## config.mk

```make
export PLATFORM = sky130hd
export DESIGN_NAME = act_stage
export DESIGN_NICKNAME = d
export VERILOG_FILES = /design/src/rtl/act_pkg.sv /design/src/rtl/act_ctrl.sv /design/src/rtl/act_datapath.sv /design/src/rtl/act_stage.sv
export SDC_FILE = /design/constraint.sdc
export NUM_CORES = 1
export LEC_CHECK = 0
export BUFFER_PORTS_ARGS = -buffer_cell sky130_fd_sc_hd__buf_2
export CELL_PAD_IN_SITES_DETAIL_PLACEMENT = 2
export CELL_PAD_IN_SITES_GLOBAL_PLACEMENT = 2
export CORE_MARGIN = 2
export CORE_UTILIZATION = 32
export DETAILED_ROUTE_END_ITERATION = 8
export HOLD_SLACK_MARGIN = 0.05
export PLACE_DENSITY = 0.85
export SYNTH_ARGS = -nofsm -noshare
export SYNTH_HDL_FRONTEND = slang
export SYNTH_SLANG_ARGS = --single-unit
```

## constraint.sdc

```tcl
create_clock -name clk -period 1.1 [get_ports clk]
set_clock_uncertainty 0.1 [all_clocks]
set_input_delay 0.165 -clock clk [delete_from_list [all_inputs] [get_ports clk]]
set_output_delay 0.165 -clock clk [all_outputs]
set_load 0.01 [all_outputs]
```

## src/rtl/act_pkg.sv

```systemverilog
package act_pkg;
  // Strobes handed from control to datapath for the current cycle.
  typedef struct packed {
    logic capture;     // load the output register this cycle
    logic useSigmoid;  // function for the beat being captured
  } act_strobe_t;
endpackage

```

## src/rtl/act_ctrl.sv

```systemverilog
module act_ctrl
  import act_pkg::*;
(
  input  logic        clk,
  input  logic        rstN,
  input  logic        inValid,
  input  logic        inSelSigmoid,
  output act_strobe_t stb,
  output logic        outValid
);
  logic validQ;

  always_comb begin
    stb.capture    = inValid;
    stb.useSigmoid = inSelSigmoid;
  end

  always_ff @(posedge clk or negedge rstN) begin
    if (!rstN) validQ <= 1'b0;
    else       validQ <= inValid;
  end

  assign outValid = validQ;

  // a beat in produces a valid out on the next clock, an idle cycle none
  p_valid_follows_r1: assert property (@(posedge clk) disable iff (!rstN)
    inValid |=> outValid);
  p_idle_follows_r1: assert property (@(posedge clk) disable iff (!rstN)
    !inValid |=> !outValid);
endmodule

```

## src/rtl/act_datapath.sv

```systemverilog
module act_datapath
  import act_pkg::*;
#(
  parameter int IN_W     = 32,
  parameter int IN_FRAC  = 16,
  parameter int OUT_W    = 16,
  parameter int OUT_FRAC = 8
) (
  input  logic             clk,
  input  logic             rstN,
  input  act_strobe_t      stb,
  input  logic [IN_W-1:0]  inData,
  output logic [OUT_W-1:0] outData
);
  localparam int SHIFT  = IN_FRAC - OUT_FRAC;
  localparam int SAT_LO = OUT_W - 1 + SHIFT;
  localparam int MW     = IN_W + 1;

  localparam logic [MW-1:0] LSB   = MW'(1);
  localparam logic [MW-1:0] ONE   = MW'(1) << IN_FRAC;
  localparam logic [MW-1:0] BP1   = ONE;
  localparam logic [MW-1:0] BP2   = (MW'(19) << IN_FRAC) >> 3;
  localparam logic [MW-1:0] BP3   = MW'(5) << IN_FRAC;
  localparam logic [MW-1:0] OFF1  = ONE >> 1;
  localparam logic [MW-1:0] OFF2  = (MW'(5) << IN_FRAC) >> 3;
  localparam logic [MW-1:0] OFF3  = (MW'(27) << IN_FRAC) >> 5;
  localparam logic [OUT_W-1:0] MAXV = {1'b0, {(OUT_W-1){1'b1}}};

  logic             negIn;
  logic [MW-1:0]    mag, seg, sigFull, sigShift;
  logic [OUT_W-1:0] sigOut, reluOut, nextData, dataQ;

  // Sigmoid: piecewise-linear on |x|, mirrored for negative x
  always_comb begin
    negIn = inData[IN_W-1];
    mag   = negIn ? ({1'b0, ~inData} + LSB) : {1'b0, inData};
    if (mag < BP1)      seg = (mag >> 2) + OFF1;
    else if (mag < BP2) seg = (mag >> 3) + OFF2;
    else if (mag < BP3) seg = (mag >> 5) + OFF3;
    else                seg = ONE;
    sigFull  = negIn ? (ONE - seg) : seg;
    sigShift = sigFull >> SHIFT;
    sigOut   = sigShift[OUT_W-1:0];
  end

  // Rectifier with truncation and positive saturation
  always_comb begin
    if (negIn)                        reluOut = '0;
    else if (|inData[IN_W-2:SAT_LO])  reluOut = MAXV;
    else                              reluOut = {1'b0, inData[SAT_LO-1:SHIFT]};
  end

  assign nextData = stb.useSigmoid ? sigOut : reluOut;

  always_ff @(posedge clk or negedge rstN) begin
    if (!rstN)            dataQ <= '0;
    else if (stb.capture) dataQ <= nextData;
  end

  assign outData = dataQ;

  // idle cycles leave the result register untouched
  p_hold_idle_r10: assert property (@(posedge clk) disable iff (!rstN)
    !stb.capture |=> $stable(dataQ));
endmodule

```

## src/rtl/act_stage.sv

```systemverilog
module act_stage
  import act_pkg::*;
#(
  parameter int IN_W     = 32,
  parameter int IN_FRAC  = 16,
  parameter int OUT_W    = 16,
  parameter int OUT_FRAC = 8
) (
  input  logic             clk,
  input  logic             rstN,
  input  logic             inValid,
  input  logic             inSelSigmoid,
  input  logic [IN_W-1:0]  inData,
  output logic             outValid,
  output logic [OUT_W-1:0] outData
);
  localparam int SAT_LO = OUT_W - 1 + IN_FRAC - OUT_FRAC;

  act_strobe_t stb;

  act_ctrl u_ctrl (
    .clk(clk), .rstN(rstN), .inValid(inValid), .inSelSigmoid(inSelSigmoid),
    .stb(stb), .outValid(outValid)
  );

  act_datapath #(.IN_W(IN_W), .IN_FRAC(IN_FRAC), .OUT_W(OUT_W), .OUT_FRAC(OUT_FRAC)) u_dp (
    .clk(clk), .rstN(rstN), .stb(stb), .inData(inData), .outData(outData)
  );

  // negative rectifier input gives zero
  p_relu_neg_zero_r3: assert property (@(posedge clk) disable iff (!rstN)
    (inValid && !inSelSigmoid && inData[IN_W-1]) |=> (outData == '0));
  // large positive rectifier input saturates
  p_relu_sat_r5: assert property (@(posedge clk) disable iff (!rstN)
    (inValid && !inSelSigmoid && !inData[IN_W-1] && (|inData[IN_W-2:SAT_LO]))
    |=> (outData == {1'b0, {(OUT_W-1){1'b1}}}));
  // sigmoid result never negative and never above 1.0
  p_sig_range_r8: assert property (@(posedge clk) disable iff (!rstN)
    (inValid && inSelSigmoid) |=> (!outData[OUT_W-1] && (outData <= (OUT_W'(1) << OUT_FRAC))));
endmodule

```

==> flow_metrics.tcl, run 1 <==
set metrics [dict create \
    synth_async_sr_flop_share 1.00 \
    dieWidth_microns 98.0 \
    synth_sequential_area_ratio 0.151 \
    ys_seq_elements 17 \
    pin_count 53 \
    synth_mux_area_frac 0.0323 \
    detailed_place_hpwl_microns 14600 \
    synth_area_leaders "dfrtp_1 15%, nand2_1 5.0%, nor2_1 4.8%, o21ai_0 4.4%, a31oi_1 3.3%" \
    yosys.area.top_type "dfrtp_1" \
    htree_levels 1 \
    synth_top_family_by_area "simple AND/OR/NAND/NOR gates" \
    synth_edf_count 0 \
    clock-sinks 17 \
    placedCellCount 655 \
    post_cts_resized 55 \
    pre_cts_slack_ns -3.13 \
    cts_buffers 3 \
    synthXorXnorAreaFrac 0.0553 \
    synth_simple_gate_area_frac 0.341 \
    synthFlopType "dfrtp_1" \
    stop_stage "4_1_cts" \
    ctsHoldBuffers 1 \
    syn-cell-area_sq_um 2830 \
    initial_core_util 0.327 \
    yosys.area.top_type_share 0.151 \
    rows 34 \
    synth-warning-count 0 \
    synth_compound_area_frac 0.328 \
    yosysUniqueCellTypes 71 \
    cts_root_buf "clkbuf_8" \
    synthAdderAreaFrac 0.0310 \
    gp_congestion 0.902 \
    avgSynthCellArea_sq_um 7.34 \
    status "stopped before the end" \
    synth_nets 428 \
    die_h_microns 98.0 \
    synthCells 385 \
    post_cts_buffers 18 \
    port_buffers 52 \
    clockBufferDepth 2 \
    firstError "[ERROR DPL-0033] detailed placement checks failed during check placement." \
]
## Yosys cell counts (all sizes together) (3+ instances only)
cell     number
a211o         4
a211oi        8
a21oi        10
a221oi        8
a311oi        3
a31oi        16
and2          4
and3          6
and4          3
buf           9
clkbuf       15
dfrtp        17
ha            7
inv          17
mux2i         8
nand2        38
nand3        15
nand3b        3
nand4         8
nor2         36
nor2b         3
nor3         24
nor3b         4
nor4          5
o2111ai       4
o211a         4
o211ai        4
o21ai        28
o311ai        4
o31a          4
o31ai         5
or3          12
or4           6
xnor2        10
xor2          7
## kinds of logic after synthesis
| logic type | Yosys count |
|---|---|
| and+or+nand+nor | 173 |
| buffers and inverters | 43 |
| adders and majority gates | 7 |
| xor gates and xnor gates | 17 |
| AOI/OAI and AO/OA | 119 |
| DFF | 17 |
| muxes | 9 |
## metrics by stage
| step | hold WS, ns | area [sq um] | setup TNS (ns) |
|---|---|---|---|
| after floorplan | -0.231 | 3010 | -38.86 |
| after detailed placement | 0.0351 | 4290 | -47.93 |
| after global placement | 0.000477 | 4290 | -41.86 |
==> inputs of run 2 (changes only) <==
--- a/config.mk
+++ b/config.mk
@@ -6,13 +6,10 @@
 export NUM_CORES = 1
 export LEC_CHECK = 0
 export BUFFER_PORTS_ARGS = -buffer_cell sky130_fd_sc_hd__buf_2
-export CELL_PAD_IN_SITES_DETAIL_PLACEMENT = 2
-export CELL_PAD_IN_SITES_GLOBAL_PLACEMENT = 2
 export CORE_MARGIN = 2
-export CORE_UTILIZATION = 32
+export CORE_UTILIZATION = 40
 export DETAILED_ROUTE_END_ITERATION = 8
-export HOLD_SLACK_MARGIN = 0.05
-export PLACE_DENSITY = 0.85
+export PLACE_DENSITY_LB_ADDON = 0.15
 export SYNTH_ARGS = -nofsm -noshare
 export SYNTH_HDL_FRONTEND = slang
 export SYNTH_SLANG_ARGS = --single-unit
==> flow_metrics.tcl, run 2 <==
set metrics [dict create \
    status "finished, violations left" \
    violations "negative setup slack" \
    clock-sinks 17 \
    antenna_found_initial 0 \
    synth-warning-count 0 \
    fin_crit_ns 3.47 \
    avgSynthCellArea_sq_um 7.34 \
    maxSlewViolCount 0 \
    cts_tree "built" \
    htree_levels 1 \
    ys_seq_elements 17 \
    cp.required_ns 1.12 \
    die_h_microns 88.1 \
    stdcell_area_sq_um 4630 \
    cp_max_fo 7 \
    drc 0 \
    syn-cell-area_sq_um 2830 \
    critPathLaunchType "primary input" \
    yosysUniqueCellTypes 71 \
    yosys.area.top_type_share 0.151 \
    synth.most_common_cell "nand2_1" \
    grt_max_degree 33 \
    placedCellCount 643 \
    use_met3 0.0537 \
    rows 30 \
    clockBufferDepth 2 \
    grt_use_met1 0.398 \
    grt_pass1_wl_microns 18300 \
    cts_root_buf "clkbuf_8" \
    grt.total_usage 0.301 \
    synth_sequential_area_ratio 0.151 \
    cts_buffers 3 \
    dr_total_vias 3852 \
    synth_area_leaders "dfrtp_1 15%, nand2_1 5.0%, nor2_1 4.8%, o21ai_0 4.4%, a31oi_1 3.3%" \
    synthFlopType "dfrtp_1" \
    initial_core_util 0.414 \
    yosys.area.top_type "dfrtp_1" \
    utilization 0.678 \
    placed_area_sq_um 4300 \
    fin_tns_setup_ns -37.20 \
    largest_register_ffs 16 \
    clk_latency_ns 0.26 \
    most-common-layout-cells "131 x buf_4, 50 x buf_2, 34 x nor2_1, 34 x nand2_1, 22 x o21ai_0" \
    largest-register "u_dp.outData" \
    max-cap-violations 0 \
    slew_headroom 0.678 \
    fin_crit_sh 3.15 \
    setup_ws_ns -2.37 \
    rsz0062_at_grt "yes" \
    crit_arrival_ns 3.49 \
    pwr_density_cell_nw_per_um2 626 \
    synth_nets 428 \
    area_growth_syn_to_layout_pct 63.9 \
    crit_path_end_kind "flip-flop" \
    met2_usage 0.514 \
    finalNetCount 605 \
    synthCells 385 \
    avgViaCountPerCell 5.86 \
    leakage_nw 2.08 \
    hold_class "in -> reg" \
    final_common_cell "buf_4" \
    drt-initial-drc-count 332 \
    ant_nets 0 \
    synth_async_sr_flop_share 1.00 \
    ir_drop_uv 335 \
    synth_edf_count 0 \
    pin_count 53 \
    grt_pass1_vias 3732 \
    wl_microns 11300 \
    finalSetupViolCount 16 \
    synthTopCellsByCount "38 x nand2_1, 36 x nor2_1, 25 x o21ai_0, 18 x nor3_1" \
    gp_congestion 0.958 \
    routedWlPerCell_microns 17.3 \
    die_area_sq_um 7750 \
    hold_viol 0 \
    port_buffers 52 \
    busiest_layer "met2" \
    antennaDiodeCount 0 \
    fin_cells 657 \
    first_pass_iters 5 \
    core_sq_um 6830 \
    clkTransAtPathRegs_ns 0.07 \
    dieWidth_microns 88.1 \
    power.total_mw 2.90 \
    max_freq_mhz 289 \
    gr-total-overflow 0 \
    worst_slew_pin_slew_ns 0.482 \
    drive_above_1_share 0.471 \
    detailed_place_hpwl_microns 8720 \
    critPathKind "in -> reg" \
]
[run 2: cell counts after synthesis]
Identical to the previous run, type by type.
[run 2: critical path, stage by stage]
cell and delay (ns):
buf_6 0.10, nor4_4 0.29, nand4_1 0.15, buf_6 0.17, o31ai_4 0.21, xnor2_2 0.13, inv_2 0.14, ha_4 0.15
nand3b_1 0.11, mux2i_2 0.21, nor3_2 0.08, o311a_4 0.18, a221oi_4 0.37, o32ai_4 0.15, or3_4 0.42, o31ai_4 0.31
a31oi_1 0.14
[run 2: cell families (layout without fill, tap and decap cells)]
logic type               Yosys count  after routing  share of synthesized area
AO/OA/AOI/OAI                    119            119                      0.328
XOR/XNOR                          17             17                     0.0553
adder cells (fa/ha/maj)            7              7                     0.0310
buffers and inverters             43            219                     0.0624
flip-flops                        17             17                      0.151
multiplexers                       9              9                     0.0323
AND/OR/NAND/NOR                  173            173                      0.341
[run 2: where the power goes]
part / total [mW] / leakage [nW] / internal, mW / switching (mW)
clock network: 0.494 / 0.0255 / 0.253 / 0.241
logic: 1.70 / 1.84 / 0.809 / 0.896
registers: 0.704 / 0.208 / 0.677 / 0.0270
[run 2: cell type report]
| cell class | count | area [sq um] |
|---|---|---|
| clock buffers | 3 | 41.3 |
| inverters | 19 | 71.3 |
| multi-input cells | 325 | 2530 |
| fillers | 571 | 2200 |
| well taps | 96 | 120 |
| flip-flops and latches | 17 | 425 |
| repair buffers | 196 | 1440 |
| clock inverters | 1 | 5.00 |
[run 2: through the flow]
stage / worst slack (ns) / hold slack, ns
final: -2.37 / 0.169
after global routing: -2.51 / 0.186
after CTS: -2.35 / 0.170
after detailed placement: -2.76 / 0.0111
after global placement: -2.62 / 0.00151
after floorplan: -2.48 / -0.231
[run 2: final timing paths]
check                                 from                to  slack (ns)  depth (start not counted)
min in group asynchronous             rstN   u_dp.outData[2]        0.26                          2
min                                inValid   u_ctrl.outValid        0.17                          2
max                              inData[6]  u_dp.outData[14]       -2.37                         17
max reg2reg                u_dp.outData[9]   u_dp.outData[9]       -0.04                          2
min reg2reg                u_dp.outData[4]   u_dp.outData[4]        0.41                          2
max in group asynchronous             rstN   u_ctrl.outValid        0.35                          2
[run 2: timing repair]
| action | 4_1_cts | 5_1_grt |
|---|---|---|
| hold endpoints to repair | 17 | 0 |
| resized for setup | 34 | 9 |
| buffers inserted | 8 | 1 |
| endpoints found under the setup margin | 16 | 16 |
| gates cloned | 0 | 0 |
| hold buffers | 1 | 0 |
| pin swaps | 18 | 6 |
[run 2: per-layer routing]
metal	routed length (microns)	share of wire
met5	0	0
met1	5010	0.44
met3	877	0.077
met2	5230	0.46
met4	221	0.019
Power figures use the tool's default switching activity.
==> inputs of run 3 (changes only) <==
--- a/config.mk
+++ b/config.mk
@@ -7,9 +7,11 @@
 export LEC_CHECK = 0
 export BUFFER_PORTS_ARGS = -buffer_cell sky130_fd_sc_hd__buf_2
 export CORE_MARGIN = 2
-export CORE_UTILIZATION = 40
+export CORE_UTILIZATION = 48
 export DETAILED_ROUTE_END_ITERATION = 8
+export HOLD_SLACK_MARGIN = 0.15
 export PLACE_DENSITY_LB_ADDON = 0.15
+export RECOVER_POWER = 100
 export SYNTH_ARGS = -nofsm -noshare
 export SYNTH_HDL_FRONTEND = slang
 export SYNTH_SLANG_ARGS = --single-unit
==> flow_metrics.tcl, run 3 (synthesized netlist as in run 2, its figures left out) <==
set metrics [dict create \
    status "finished, violations left" \
    violations "negative setup slack" \
    drive_above_1_share 0.465 \
    rsz0062_at_grt "yes" \
    cpPeakStageDelay_ns 0.42 \
    path_cells "buf_6, nor4_4, nand4_1, buf_6, o31ai_4, xnor2_2, inv_2, ha_4, nand2_2, a211oi_2, a311o_1, a21o_1, mux2i_2, a31oi_4, or3_4, o31ai_4, a31oi_1" \
    antennaDiodeCount 0 \
    largest_register_ffs 16 \
    cp.required_ns 1.12 \
    slew_headroom 0.694 \
    core_sq_um 5610 \
    gp_congestion 0.955 \
    critPathSlowestCell "a311o_1" \
    worst_slew_pin_slew_ns 0.455 \
    stdcell_area_sq_um 4600 \
    grt_pass1_wl_microns 19500 \
    pwr_density_cell_nw_per_um2 638 \
    critPathKind "in -> reg" \
    die_h_microns 80.7 \
    largest-register "u_dp.outData" \
    final_common_cell "buf_4" \
    avgViaCountPerCell 6.46 \
    dieWidth_microns 80.7 \
    grt.total_usage 0.379 \
    clkTransAtPathRegs_ns 0.07 \
    grt_pass1_vias 4148 \
    ir_drop_uv 720 \
    rows 27 \
    maxSlewViolCount 0 \
    htree_levels 1 \
    area_growth_syn_to_layout_pct 62.6 \
    port_buffers 52 \
    grt_max_degree 25 \
    register_area_sq_um 425 \
    pin_count 53 \
    wl_microns 12100 \
    placedCellCount 631 \
    antenna_found_initial 0 \
    setup_ws_ns -2.49 \
    initial_core_util 0.504 \
    critPathLaunchType "primary input" \
    drt-initial-drc-count 413 \
    ant_nets 0 \
    first_pass_iters 8 \
    hold_class "in -> reg" \
    cts_tree "built" \
    hold_viol 0 \
    fill_cells 397 \
    drc 0 \
    crit_arrival_ns 3.61 \
    fin_crit_ns 3.59 \
    placed_area_sq_um 4350 \
    clk_latency_ns 0.25 \
    power.total_mw 2.93 \
    detailed_place_hpwl_microns 9020 \
    dr_total_vias 4173 \
    fin_crit_sh 3.26 \
    crit_path_end_kind "flip-flop" \
    pre_cts_slack_ns -2.75 \
    cts_buffers 3 \
    leakage_nw 2.09 \
    max_freq_mhz 278 \
    die_area_sq_um 6520 \
    fin_cells 646 \
    cts_root_buf "clkbuf_8" \
    clock-sinks 17 \
    cp_max_fo 6 \
    max-cap-violations 0 \
    clockBufferDepth 2 \
    finalSetupViolCount 16 \
    finalNetCount 618 \
    gr-total-overflow 0 \
    routedWlPerCell_microns 18.7 \
    most-common-layout-cells "150 x buf_4, 35 x nor2_1, 35 x nand2_1, 32 x buf_2, 22 x o21ai_0" \
    fin_tns_setup_ns -38.68 \
    multiInputGateArea_sq_um 2460 \
]
run 3: worst paths after layout:
kind                            startpoint               end  slack [ns]  cells after the start
max in group asynchronous             rstN   u_dp.outData[7]        0.32                      2
hold / removal                  inData[18]  u_dp.outData[10]        0.26                      3
hold reg to reg            u_dp.outData[8]   u_dp.outData[8]        0.41                      2
setup reg to reg           u_dp.outData[7]   u_dp.outData[7]        0.01                      2
setup / recovery                 inData[6]  u_dp.outData[12]       -2.49                     17
min in group asynchronous             rstN  u_dp.outData[11]        0.28                      2
run 3: timing repair:
action / 4_1_cts / 5_1_grt
hold buffers: 1 / 0
setup endpoints to repair: 16 / 16
setup buffers: 9 / 1
hold endpoints to repair: 17 / 0
gates resized for setup: 25 / 2
cloned: 0 / 0
pin swaps: 11 / 4
run 3: through the flow:
stage          utilization  hold WS [ns]
2_1_floorplan            -        -0.231
3_3_place_gp         0.776     -0.000278
3_5_place_dp         0.776       0.00306
4_1_cts              0.817         0.243
5_1_grt              0.820         0.262
6_report             0.820         0.262
run 3: where the power goes:
group / switching (mW) / internal [mW]
sequential: 0.0317 / 0.677
combinational: 0.921 / 0.830
clock: 0.222 / 0.251
run 3: worst max-delay path: cells and delay by family:
kind | cells | cell delay, ns
simple gates | 4 | 0.94
mux | 1 | 0.21
xor+xnor | 1 | 0.16
compound gates | 7 | 1.56
buf+inv | 3 | 0.36
fa+ha+maj | 1 | 0.19
run 3: final cells by class:
class	count	area share
Tap cell	72	0.0196
Clock inverter	1	0.00109
Sequential cell	17	0.0926
Timing Repair Buffer	209	0.326
Clock buffer	3	0.00898
Inverter	19	0.0155
Multi-Input combinational cell	325	0.536
run 3: metal layers:
metal	vias up	track usage	routed length [microns]
met5	-	0	0
met3	74	0.0556	1040
met2	274	0.658	5630
met4	0	0.137	513
li1	1868	-	-
met1	1957	0.477	4900
==> inputs of run 4 (changes only) <==
--- a/config.mk
+++ b/config.mk
@@ -14,4 +14,5 @@
 export RECOVER_POWER = 100
 export SYNTH_ARGS = -nofsm -noshare
 export SYNTH_HDL_FRONTEND = slang
+export SYNTH_HIERARCHICAL = 1
 export SYNTH_SLANG_ARGS = --single-unit
==> flow_metrics.tcl, run 4 <==
set metrics [dict create \
    status "finished, violations left" \
    violations "negative setup slack" \
    synth_async_sr_flop_share 1.00 \
    yosys.area.top_type_share 0.163 \
    multiInputGateArea_sq_um 2310 \
    power.total_mw 2.97 \
    max_freq_mhz 250 \
    rows 26 \
    hold_start "inData[20]" \
    synth-warning-count 6 \
    synth_mux_area_frac 0.0163 \
    cp_max_fo 7 \
    synthAdderAreaFrac 0.0335 \
    gp_congestion 0.895 \
    cp.depth 19 \
    rr_startpoint "u_dp/outData[6]" \
    synth_simple_gate_area_frac 0.274 \
    grt_pass1_vias 3556 \
    die_area_sq_um 6060 \
    critPathLaunchType "primary input" \
    synth_compound_area_frac 0.363 \
    clk_latency_ns 0.25 \
    wl_microns 11300 \
    clock-sinks 17 \
    register_area_sq_um 425 \
    synth_edf_count 0 \
    cpPeakStageDelay_ns 0.44 \
    synthCells 358 \
    fill_cells 311 \
    worst_slew_pin_slew_ns 0.516 \
    final_common_cell "buf_4" \
    crit_path_end_kind "flip-flop" \
    stdcell_area_sq_um 4330 \
    cp.required_ns 1.12 \
    slew_headroom 0.655 \
    r2r_end "u_dp/outData[6]" \
    critPathKind "in -> reg" \
    crit_arrival_ns 4.01 \
    ys_seq_elements 17 \
    synth_nets 401 \
    cts_tree "built" \
    pwr_density_cell_nw_per_um2 686 \
    timing.hold.ws_ns 0.250 \
    utilization 0.837 \
    fin_crit_ns 3.99 \
    largest-register "u_dp/outData" \
    largest_register_ffs 16 \
    ant_nets 0 \
    die_h_microns 77.8 \
    placed_area_sq_um 3850 \
    antenna_found_initial 0 \
    most-common-layout-cells "132 x buf_4, 31 x buf_2, 26 x nor2_1, 25 x nand2_1, 20 x inv_1" \
    synthXorXnorAreaFrac 0.0770 \
    drt-initial-drc-count 401 \
    hold_depth 4 \
    drc 0 \
    synthTopCellsByCount "28 x nor2_1, 28 x o21ai_0, 27 x nand2_1, 25 x clkbuf_1, 21 x inv_1" \
    fin_crit_sh 3.63 \
    critPathSlowestCell "a311oi_2" \
    max-cap-violations 0 \
    synth_area_leaders "dfrtp_1 16%, o21ai_0 5.4%, xnor2_1 4.7%, o221ai_1 4.4%, nor2_1 4.0%" \
    detailed_place_hpwl_microns 7140 \
    antennaDiodeCount 0 \
    initial_core_util 0.506 \
    setup_ws_ns -2.89 \
    path_cells "buf_6, nor4_4, nand4_1, buf_6, o21ai_4, xor2_2, buf_4, ha_1, o21ai_0, a41o_1, a21oi_1, buf_4, nor2_1, a311oi_2, nand3_2, o31ai_4, a21boi_2, o2111ai_4, o221ai_2" \
    reg2reg_slack_ns 0.19 \
    leakage_nw 1.86 \
    port_buffers 52 \
    maxSlewViolCount 0 \
    worst_r2r_path_depth 2 \
    yosysUniqueCellTypes 70 \
    grt.total_usage 0.332 \
    finalSetupViolCount 16 \
    path_buf_inv 4 \
    synth_sequential_area_ratio 0.163 \
    ir_drop_uv 676 \
    pin_count 53 \
    dr_total_vias 3854 \
    whs_endpoint "u_dp/outData[12]" \
    gr-total-overflow 0 \
    clockBufferDepth 2 \
    hold_viol 0 \
    synth_top_family_by_area "compound AO/OA/AOI/OAI gates" \
    critPathTopFamily "compound AO/OA/AOI/OAI gates" \
    synthFlopType "dfrtp_1" \
    htree_levels 1 \
    grt_max_degree 27 \
    avgViaCountPerCell 6.43 \
    core_sq_um 5170 \
    yosys.area.top_type "dfrtp_1" \
    cts_root_buf "clkbuf_8" \
    finalNetCount 573 \
    syn-cell-area_sq_um 2620 \
    rsz0062_at_grt "yes" \
    first_pass_iters 5 \
    avgSynthCellArea_sq_um 7.31 \
    clkTransAtPathRegs_ns 0.07 \
    fin_tns_setup_ns -44.35 \
    hold_class "in -> reg" \
    dieWidth_microns 77.8 \
    area_growth_syn_to_layout_pct 65.5 \
    drive_above_1_share 0.478 \
    grt_pass1_wl_microns 16300 \
    cts_buffers 3 \
    routedWlPerCell_microns 18.8 \
]
[run 4: cell count changes after synthesis, moves of 8 or more]
cell / previous run / this run
o211ai_1: 4 / 12
o221ai_1: 2 / 13
nand2_1: 38 / 27
nor2_1: 36 / 28
a31oi_1: 15 / 4
clkbuf_1: 15 / 25
[run 4: worst max-delay path by stage]
stage | startpoint | end | slack (ns)
finish | inData[4] | u_dp/outData[12] | -2.89
global route | inData[4] | u_dp/outData[12] | -3.01
CTS | inData[3] | u_dp/outData[10] | -2.69
detailed placement | inData[6] | u_dp/outData[13] | -3.03
global placement | inData[6] | u_dp/outData[12] | -2.89
floorplan | inData[6] | u_dp/outData[10] | -2.90
[run 4: through the flow]
stage	setup slack, ns	std cells
after floorplan	-2.90	358
after global placement	-2.89	577
after detailed placement	-3.03	577
after CTS	-2.69	592
after global routing	-3.01	599
final	-2.89	599
[run 4: kinds of logic (layout without fill, tap and decap cells)]
kind of cell	Yosys count	after routing
AO/OA/AOI/OAI	124	124
XOR/XNOR	23	23
AND/OR/NAND/NOR	134	134
flip-flops	17	17
buffers and inverters	49	220
adder cells (fa/ha/maj)	7	7
multiplexers	4	4
[run 4: layer usage]
layer | global-route usage | up-vias | share of wire | wire (microns)
met5 | 0 | - | 0 | 0
met4 | 0.138 | 0 | 0.055 | 620
met3 | 0.0384 | 69 | 0.083 | 931
met2 | 0.614 | 259 | 0.50 | 5650
met1 | 0.382 | 1804 | 0.36 | 4060
li1 | - | 1722 | - | -
[run 4: repair_timing]
| action | CTS | global route |
|---|---|---|
| hold buffers | 2 | 0 |
| setup endpoints to repair | 16 | 16 |
| resized for setup | 42 | 27 |
| setup buffers | 11 | 10 |
| pin swaps | 28 | 36 |
| endpoints found under the hold margin | 18 | 0 |
[run 4: tightest hold or removal path, stage by stage]
cell      delay (ns)
buf_2           0.09
buf_4           0.11
nor2_1          0.06
o221ai_2        0.13
[run 4: final cells by class]
cell class                      count  area share
Multi-Input combinational cell    292       0.534
Timing Repair Buffer              195       0.318
Sequential cell                    17      0.0982
Tap cell                           70      0.0202
Inverter                           21      0.0182
Clock buffer                        3     0.00953
Clock inverter                      1     0.00116
[run 4: power breakdown]
group	switching (mW)	internal [mW]	leakage (nW)
logic	0.964	0.847	1.62
clock network	0.212	0.251	0.0255
registers	0.0241	0.674	0.214
total	1.20	1.77	1.86
